[config.mk]
export PLATFORM = sky130hd
export DESIGN_NAME = sys_addr_interleave_dec
export DESIGN_NICKNAME = d
export VERILOG_FILES = /design/src/rtl/sys_addr_interleave_dec.sv
export SDC_FILE = /design/constraint.sdc
export NUM_CORES = 2
export LEC_CHECK = 0
export ABC_AREA = 0
export ABC_CLOCK_PERIOD_IN_PS = 82900
export BUFFER_PORTS_ARGS = -buffer_cell sky130_fd_sc_hd__buf_4
export CAP_MARGIN = 20
export CORE_AREA = 2 2 598 600
export DETAILED_ROUTE_END_ITERATION = 16
export DIE_AREA = 0 0 600 602
export RECOVER_POWER = 25
export SLEW_MARGIN = 0
export SYNTH_ARGS = -nofsm -noshare
export SYNTH_HDL_FRONTEND = slang
export SYNTH_SLANG_ARGS = --single-unit
[constraint.sdc]
create_clock -name clk -period 82.9 [get_ports clk]
set_input_delay 8.29 -clock clk [delete_from_list [all_inputs] [get_ports clk]]
set_output_delay 8.29 -clock clk [all_outputs]
set_load 0.1 [all_outputs]
[src/rtl/sys_addr_interleave_dec.sv]
module sys_addr_interleave_dec #(
  parameter int NUM_RULES = 24,
  parameter int NUM_SKT   = 2,
  localparam int RULE_W   = (NUM_RULES > 1) ? $clog2(NUM_RULES) : 1,
  localparam int SKT_W    = (NUM_SKT > 1) ? $clog2(NUM_SKT) : 1
) (
  input  logic              clk,
  input  logic              rst_n,
  input  logic              cfg_we,
  input  logic [1:0]        cfg_sel,
  input  logic [SKT_W-1:0]  cfg_skt,
  input  logic [RULE_W-1:0] cfg_idx,
  input  logic [31:0]       cfg_data,
  input  logic [45:0]       tolm,
  input  logic [45:0]       tohm,
  input  logic              req_valid,
  input  logic [45:0]       req_addr,
  output logic              busy,
  output logic              done,
  output logic              ok,
  output logic              err,
  output logic [2:0]        rsp_socket,
  output logic [2:0]        rsp_mc,
  output logic [1:0]        rsp_chan
);

  logic [31:0] rule_q [NUM_SKT][NUM_RULES];
  logic [31:0] ilv_q  [NUM_SKT][NUM_RULES];
  logic [31:0] route_q [NUM_SKT];
  logic [2:0]  sid_q   [NUM_SKT];

  always_ff @(posedge clk)
    if (cfg_we)
      case (cfg_sel)
        2'd0: rule_q[cfg_skt][cfg_idx] <= cfg_data;
        2'd1: ilv_q[cfg_skt][cfg_idx]  <= cfg_data;
        2'd2: route_q[cfg_skt]         <= cfg_data;
        default: sid_q[cfg_skt]        <= cfg_data[2:0];
      endcase

  logic              busy_q, redir_q;
  logic [SKT_W-1:0]  cur;
  logic [RULE_W-1:0] ri;
  logic [45:0]       lo_q, addr_q;

  function automatic logic [1:0] mod3(input logic [45:0] x);
    logic [2:0] r;
    r = '0;
    for (int i = 0; i < 23; i++) begin
      r = r + {1'b0, x[2*i +: 2]};
      if (r >= 3'd3) r = r - 3'd3;
    end
    return r[1:0];
  endfunction

  wire [31:0] rule  = rule_q[cur][ri];
  wire [31:0] ilv   = ilv_q[cur][ri];
  wire [31:0] route = route_q[cur];
  wire [45:0] limit = {rule[26:7], 26'h3FF_FFFF};
  wire        hit   = rule[0] && addr_q >= lo_q && addr_q <= limit;
  wire        oor   = req_addr >= tohm || (req_addr >= tolm && req_addr < 46'h1_0000_0000);
  logic unused_bits;
  assign unused_bits = ^rule[4:3];

  logic [2:0] idx;
  always_comb
    case (rule[2:1])
      2'd0: idx = addr_q[8:6];
      2'd1: idx = addr_q[10:8];
      2'd2: idx = addr_q[14:12];
      default: idx = addr_q[32:30];
    endcase

  wire [3:0] tgt    = 4'(ilv >> {idx, 2'b00});
  wire       remote = !tgt[3];

  logic             found;
  logic [SKT_W-1:0] fskt;
  always_comb begin
    found = 1'b0;
    fskt  = '0;
    for (int k = 0; k < NUM_SKT; k++)
      if (!found && sid_q[k] == tgt[2:0]) begin
        found = 1'b1;
        fskt  = SKT_W'(k);
      end
  end

  logic [3:0] shamt;
  always_comb
    case (rule[31:30])
      2'd0: shamt = 4'd6;
      2'd1: shamt = 4'd8;
      default: shamt = 4'd12;
    endcase
  wire        illegal = rule[27] && rule[31:30] == 2'd3;
  wire [45:0] s       = addr_q >> shamt;

  logic [1:0] v;
  always_comb
    case (rule[6:5])
      2'd0: v = mod3(s);
      2'd1: v = {1'b0, s[0]};
      2'd2: v = {s[0], !s[0]};
      default: v = {s[0], 1'b0};
    endcase

  wire [2:0] lch    = rule[27] ? {v, tgt[0]} : tgt[2:0];
  wire [2:0] mc_n   = 3'(route >> (6'(lch) * 6'd3));
  wire [1:0] chan_n = 2'(route >> (6'd18 + 6'(lch) * 6'd2));

  always_ff @(posedge clk or negedge rst_n)
    if (!rst_n) begin
      busy_q <= 1'b0; redir_q <= 1'b0; cur <= '0; ri <= '0;
      lo_q <= '0; addr_q <= '0;
      done <= 1'b0; ok <= 1'b0; err <= 1'b0;
      rsp_socket <= '0; rsp_mc <= '0; rsp_chan <= '0;
    end else begin
      done <= 1'b0; ok <= 1'b0; err <= 1'b0;
      if (!busy_q) begin
        if (req_valid) begin
          addr_q <= req_addr;
          if (oor) begin
            done <= 1'b1; err <= 1'b1;
          end else begin
            busy_q <= 1'b1; cur <= '0; ri <= '0; lo_q <= '0; redir_q <= 1'b0;
          end
        end
      end else if (hit) begin
        if (remote && !redir_q && found) begin
          cur <= fskt; ri <= '0; lo_q <= '0; redir_q <= 1'b1;
        end else begin
          busy_q <= 1'b0; done <= 1'b1;
          if (remote || illegal) err <= 1'b1;
          else begin
            ok <= 1'b1; rsp_socket <= sid_q[cur]; rsp_mc <= mc_n; rsp_chan <= chan_n;
          end
        end
      end else if (ri == RULE_W'(NUM_RULES - 1)) begin
        busy_q <= 1'b0; done <= 1'b1; err <= 1'b1;
      end else begin
        ri <= ri + 1'b1; lo_q <= limit + 46'd1;
      end
    end

  assign busy = busy_q;

  AST_REJECT_AT_ACCEPT: assert property (@(posedge clk) disable iff (!rst_n)
    !busy_q && req_valid && oor |=> done && err && !busy_q);
  AST_RESULT_ONEHOT: assert property (@(posedge clk) disable iff (!rst_n)
    done |-> $onehot({ok, err}));
  AST_ADDR_HELD: assert property (@(posedge clk) disable iff (!rst_n)
    busy_q && $past(busy_q) |-> $stable(addr_q));
  AST_REDIRECT_RESTART: assert property (@(posedge clk) disable iff (!rst_n)
    busy_q && hit && remote && !redir_q && found |=> busy_q && ri == '0 && redir_q);
  AST_SECOND_REMOTE: assert property (@(posedge clk) disable iff (!rst_n)
    busy_q && hit && remote && redir_q |=> done && err);
  AST_ILLEGAL_MODE: assert property (@(posedge clk) disable iff (!rst_n)
    busy_q && hit && !remote && illegal |=> done && err);
  AST_MISS_AT_END: assert property (@(posedge clk) disable iff (!rst_n)
    busy_q && !hit && ri == RULE_W'(NUM_RULES - 1) |=> done && err);

endmodule

* Yosys cells after proc, flatten, opt, wreduce, memory -nomap -nowiden
Memory sizes are Yosys's and may differ from the RTL's. A register that Yosys moved wholly into a read port is not among the register bits.
Cells that the tools add are included.
** Operators by class
- Reduce and logical (&&, ||, !) cells :: 25
- Equal/unequal tests :: 16
- Shift-type cells :: 4
- Multiply operators :: 1
- Div/mod/pow operators :: 0
- Add/subtract/negate cells :: 48
- Order comparisons :: 31
- Mux-type cells :: 112
- Bitwise operators :: 5
** Operators by type and width (number)
- two-way mux 768 bit :: 2
- binary-select mux 32 bit (select 5 bit) :: 2
- two-way mux 46 bit :: 6
- demux 32 bit (select 5 bit) :: 1
- two-way mux 32 bit :: 5
- >= comparator 46 bit :: 3
- two-way mux 3 bit :: 45
- adder 3 x 2 -> 3 bit :: 22
- >= comparator 3 x 2 -> 1 bit, second input constant :: 22
- subtractor 3 x 2 -> 3 bit, second input constant :: 21
- adder 46 x 1 -> 46 bit, second input constant :: 1
- <= comparator 46 bit :: 1
- less-than comparator 46 x 33 -> 1 bit, second input constant :: 1
- >> shifter 46 x 4 -> 46 bit :: 1
- two-way mux 1 bit :: 41
- >> shifter 32 x 5 -> 3 bit :: 1
- >> shifter 32 x 5 -> 4 bit :: 1
- >> shifter 32 x 6 -> 2 bit :: 1
- two-way mux 5 bit :: 6
- >= comparator 6 bit, second input constant :: 2
- NOT 5 -> 6 bit :: 2
- AND reduction 4 bit :: 3
- one-hot mux 3 bit (3 select lines) :: 1
- == test 2 x 1 -> 1 bit, second input constant :: 4
- 25 further kinds :: 47
** Storage, ports and cells
- Bits in registers :: 108
- Bits in read-only memories :: 0
- RAM bits :: 3142
- Bits in latches :: 0
- Memories :: 4
- Input bits :: 182
** Memory list
- ilv_q :: depth 2, bits a word 768, read ports 1, clocked after Yosys merged registers in 0, write ports 1, RTL line 28 : logic [31:0] ilv_q [NUM_SKT][NUM_RULES];
- rule_q :: depth 2, bits a word 768, read ports 1, clocked after Yosys merged registers in 0, write ports 1, RTL line 27 : logic [31:0] rule_q [NUM_SKT][NUM_RULES];
- route_q :: depth 2, bits a word 32, read ports 1, clocked after Yosys merged registers in 0, write ports 1, RTL line 29 : logic [31:0] route_q [NUM_SKT];
- sid_q :: depth 2, bits a word 3, read ports 3, clocked after Yosys merged registers in 1, write ports 1, RTL line 30 : logic [2:0] sid_q [NUM_SKT];

* Longest topological paths before layout
- Depth after elaboration :: 101
- Gate-level depth with buffers :: 205
- Mapped depth without buffers :: 198

* Worst setup path before layout
Ideal clock, no wire load.
- Kind :: register to register
- Start :: register cur
- End :: register rsp_chan[0]
- Slack :: 40.921 ns
- Clock period less this slack :: 41.979 ns
- Setup time :: 0.092 ns
- Buffers on the path :: 10
- Data arrival time :: 41.887 ns
- Required time :: 82.808 ns
- Stages on the path, launching flop included :: 190
- Cells stage by stage :: dfrtp_1 -> buf_2 -> buf_2 -> buf_2 -> buf_1 -> buf_1 -> buf_1 -> mux4_2 -> mux4_2 -> nand2_1 -> o21ai_1 -> clkbuf_1 -> buf_1 -> mux2i_1 -> o21ai_0 -> ha_1 -> fa_1 -> ha_1 -> [154 not listed] -> mux2_2 -> fa_1 -> ha_1 -> ha_1 -> a21oi_1 -> nand2b_1 -> mux2i_4 -> mux2i_1 -> fa_1 -> inv_1 -> ha_1 -> nand2b_1 -> nor2_1 -> nor4b_1 -> o211a_1 -> nor2_2 -> o311a_1 -> o31ai_2
** On the way
- Longest elaborated chain between the ends :: 101
** Ends and longest elaborated chain
- start, declared :: RTL line 42 : logic [SKT_W-1:0] cur;
- start signal, assigned :: RTL line 114 : busy_q <= 1'b0; redir_q <= 1'b0; cur <= '0; ri <= '0;
- start signal, assigned :: RTL line 126 : busy_q <= 1'b1; cur <= '0; ri <= '0; lo_q <= '0; redir_q <= 1'b0;
- start signal, assigned :: RTL line 131 : cur <= fskt; ri <= '0; lo_q <= '0; redir_q <= 1'b1;
- memory (2 x 768 bit)
- binary-select mux 32 bit (select 5 bit) :: RTL line 56 : wire [31:0] rule = rule_q[cur][ri];
- two-way mux 32 bit (implied by the code) (2 in series) :: RTL line 56
- == test 2 x 1 -> 1 bit / logical NOT 2 bit (equally long branches) :: RTL line 91 : case (rule[31:30])
- one-hot mux 4 bit (2 select lines) :: RTL line 91
- >> shifter 46 x 4 -> 46 bit :: RTL line 97 : wire [45:0] s = addr_q >> shamt;
- subtractor 2 x 2 -> 3 bit / >= comparator 2 bit (equally long branches) :: RTL line 51 : if (r >= 3'd3) r = r - 3'd3;
- two-way mux 3 bit :: RTL line 51
- [84 not listed]
- two-way mux 3 bit :: RTL line 101 : case (rule[6:5])
- adder 3 x 2 -> 3 bit :: RTL line 50 : r = r + {1'b0, x[2*i +: 2]};
- >= comparator 3 x 2 -> 1 bit / subtractor 2 bit (equally long branches) :: RTL line 51
- two-way mux 2 bit :: RTL line 51
- one-hot mux 2 bit (3 select lines) :: RTL line 101
- two-way mux 3 bit :: RTL line 108 : wire [2:0] lch = rule[27] ? {v, tgt[0]} : tgt[2:0];
- adder 5 x 4 -> 6 bit :: RTL line 110 : wire [1:0] chan_n = 2'(route >> (6'd18 + 6'(lch) * 6'd2));
- >> shifter 32 x 6 -> 2 bit :: RTL line 110
- end signal, assigned :: RTL line 117 : rsp_socket <= '0; rsp_mc <= '0; rsp_chan <= '0;
- end signal, assigned :: RTL line 136 : ok <= 1'b1; rsp_socket <= sid_q[cur]; rsp_mc <= mc_n; rsp_chan <= chan_n;
- end, declared :: RTL line 24 : output logic [1:0] rsp_chan
Parallel ways exist; a longest one is shown, timed or not. The select of a mux whose other input is x is not followed.
A chain may end at the register's enable or synchronous reset.

* Final worst setup path
- Start :: register cur
- End :: register rsp_chan[1]
The elaborated chain is that of the path after synthesis.

==> results.json <==
{
  "min_period_over_period_pct": 62.7,
  "ys_top_cells_by_area": "edfxtp_1 (72%), mux4_2 (17%), ha_1 (2.0%)",
  "hp-class": "flip-flop to flip-flop",
  "worst-path-max-fanout": 77,
  "drc": 0,
  "outcome": "complete, but fails checks",
  "synth-edff-count": 2950,
  "syn_to_final_growth_pct": 14.5,
  "synth-seq-cells": 3035,
  "ios": 194,
  "hold_path_startpoint": "rsp_chan[0]$_DFFE_PN0P_",
  "hold_viol_final": 0,
  "wl_per_cell_um": 28.7,
  "clock-sinks": 3035,
  "overflow": 0,
  "synth_top_family_by_area": "multiplexers",
  "drt-total-wl_um": 321000,
  "grt_pass1_wl_um": 457000,
  "synth_compound_area_share_pct": 1.84,
  "initial_utilization_pct": 34.8,
  "gr-usage-met1_pct": 24.3,
  "core_mm2": 0.355,
  "ys.flop_type": "edfxtp_1",
  "ant_nets": 0,
  "path_clk_slew_ns": 0.06,
  "die_y_um": 602,
  "skew_ns": 0.0921,
  "synth.top_cells.by_count": "edfxtp_1 (2950), mux4_2 (923), ha_1 (199), nor2_1 (178), nand2_1 (164)",
  "postSynthAreaPerCell_um2": 21.4,
  "arrival_ns": 52.78,
  "worstMarginPinSlew_ns": 7.17,
  "yosysUniqueCellTypes": 79,
  "met2_usage_pct": 29.3,
  "reg2reg_slack_ns": 30.88,
  "dieArea_mm2": 0.361,
  "yosysSeqAreaShare_pct": 73.4,
  "synthAdderAreaFrac_pct": 2.37,
  "failed_checks": "capacitance limit, slew limit",
  "cts_resized": 0,
  "die-width_um": 600,
  "drtIter0Drc": 7503,
  "drive_gt1_share_pct": 29.3,
  "worstPathRequired_ns": 83.66,
  "via_per_inst": 5.42,
  "setup_viol": 0,
  "yosysTopAreaCellShare_pct": 71.7,
  "endpoint_kind": "flip-flop",
  "clock_latency_ns": 0.90,
  "finalSetupTns_ns": 0,
  "cts_hold_buf": 0,
  "worstRegToRegCells": 186,
  "dp_slack_ns": 36.89,
  "holdPathStages": 2,
  "cts_tree": "yes",
  "nets": 6601,
  "worst_path_most_repeated_cell": "ha_1",
  "maxCapViolations": 36,
  "synth_top_area_cell": "edfxtp_1",
  "use_met3_pct": 2.46,
  "numCtsBuffers": 311,
  "synth-warning-count": 0,
  "portBuffers": 193,
  "grt_antenna_before_repair": 32,
  "place.gp.congestion": 0.826,
  "place_hpwl_um": 176000,
  "cts_max_path_buffers": 4,
  "grt_pass1_vias": 61900,
  "syn-instance-count": 5773,
  "synthMuxAreaShare_pct": 18.4,
  "grt_setup_unrepaired": "no",
  "postSynth.asyncResetShare_pct": 2.80,
  "worstSetupStartpointType": "flip-flop",
  "synthXorXnorAreaFrac_pct": 0.447,
  "cpMaxStageDelayCell": "clkbuf_1",
  "reg2reg_to": "rsp_chan[1]$_DFFE_PN0P_",
  "rows": 219,
  "maxSlewHeadroom_pct": -378,
  "fin_ws_ns": 30.88,
  "drtPass1Iterations": 11,
  "grt_max_degree": 124,
  "slowest_delay_ns": 5.06,
  "drv_slew": 1785,
  "path_class": "flip-flop to flip-flop",
  "synth.most_common_cell": "edfxtp_1",
  "hold_end": "rsp_chan[0]$_DFFE_PN0P_",
  "post_cts_buffers": 0,
  "vias": 60700,
  "synth_area_mm2": 0.124,
  "fmax_mhz": 19.2,
  "yosys.area_share.simple_pct": 2.17,
  "fin_crit_ns": 52.02,
  "clockRootBuffer": "clkbuf_16",
  "timing.rr.start": "cur$_DFFE_PN0P_",
  "htreeDepth": 5,
  "busiest_layer": "met2",
  "grt_usage_pct": 17.5
}
-- flip-flops by register name, indices dropped and copies added (netlist names) --
signal,count
ilv_q,1536
rule_q,1344
route_q,64
addr_q,46
lo_q,20
sid_q,6
ri,5
rsp_mc,3
rsp_socket,3
rsp_chan,2
busy,1
cur,1
done,1
err,1
ok,1
redir_q,1
-- through the flow --
| stage | instances | instance area, um2 | utilization, % | hold slack, ns |
|---|---|---|---|---|
| after floorplan | 5777 | 124000 | - | 0.466 |
| after global placement | 10600 | 132000 | 37.2 | 0.490 |
| after detailed placement | 10600 | 132000 | 37.2 | 0.484 |
| after CTS | 11200 | 142000 | 39.9 | 0.497 |
| after global routing | 11200 | 141000 | 39.9 | 0.531 |
| final | 11200 | 141000 | 39.9 | 0.491 |
-- worst max-delay path: cells and delay by family (launching register included) --
kind                       cells  cell delay, ns
DFF                            1            1.67
and+or+nand+nor               48            7.79
muxes                         17            5.44
AOI/OAI and AO/OA             30            8.01
xor gates and xnor gates      14            2.69
buffers and inverters          8            6.17
adders and majority gates     69           20.04
-- cell usage in the layout, fill, tap and decap left out, types with 14 or more instances in the layout --
cell / count
a211oi_1: 20
a21o_1: 31
a21oi_1: 85
and3_1: 14
buf_4: 326
bufinv_16: 15
clkbuf_1: 100
clkbuf_16: 315
clkinv_1: 70
clkinv_2: 61
dfrtp_1: 82
edfxtp_1: 2950
fa_1: 22
ha_1: 199
inv_1: 152
mux2_2: 64
mux2i_1: 113
mux4_2: 923
nand2_1: 162
nand2b_1: 25
nand3_1: 31
nand4_1: 56
nor2_1: 81
nor2_4: 96
nor2b_1: 19
nor3_1: 15
o21a_1: 44
o21ai_0: 117
xnor2_1: 32
xor2_1: 31
-- cell families (layout without fill, tap and decap cells) --
group	count (synthesis)	after routing
flip-flops	3035	3035
multiplexers	1106	1106
AND/OR/NAND/NOR	562	562
buffers and inverters	424	1079
AO/OA/AOI/OAI	360	360
adder cells (fa/ha/maj)	221	221
XOR/XNOR	63	63
other	2	15
-- layer usage --
metal  share of wire (%)  routed length [um]
met5               0.020                  63
met4                 2.3                7510
met3                 7.0               22600
met2                  49              159000
met1                  41              132000
-- area by class of cell --
type | instances | area [um2]
Sequential cell | 3035 | 90700
Clock buffer | 376 | 8120
Tap cell | 4751 | 5940
Timing Repair Buffer | 374 | 2760
Inverter | 158 | 602
Antenna cell | 9 | 22.5
Fill cell | 31100 | 213000
Clock inverter | 171 | 1310
Multi-Input combinational cell | 2318 | 32000
-- worst max path at each step --
stage / start / end / slack [ns] / cells after the start
floorplan: cur$_DFFE_PN0P_ / rsp_chan[0]$_DFFE_PN0P_ / 40.92 / 189
global placement: cur$_DFFE_PN0P_ / rsp_chan[0]$_DFFE_PN0P_ / 38.55 / 184
detailed placement: cur$_DFFE_PN0P_ / rsp_chan[1]$_DFFE_PN0P_ / 36.89 / 187
CTS: cur$_DFFE_PN0P_ / rsp_chan[1]$_DFFE_PN0P_ / 36.67 / 186
global route: cur$_DFFE_PN0P_ / rsp_chan[1]$_DFFE_PN0P_ / 27.05 / 187
finish: cur$_DFFE_PN0P_ / rsp_chan[1]$_DFFE_PN0P_ / 30.88 / 186
Power is left out: the tool's default activity adds up to more than one toggle a clock period on the data nets, which glitch-free logic cannot reach.
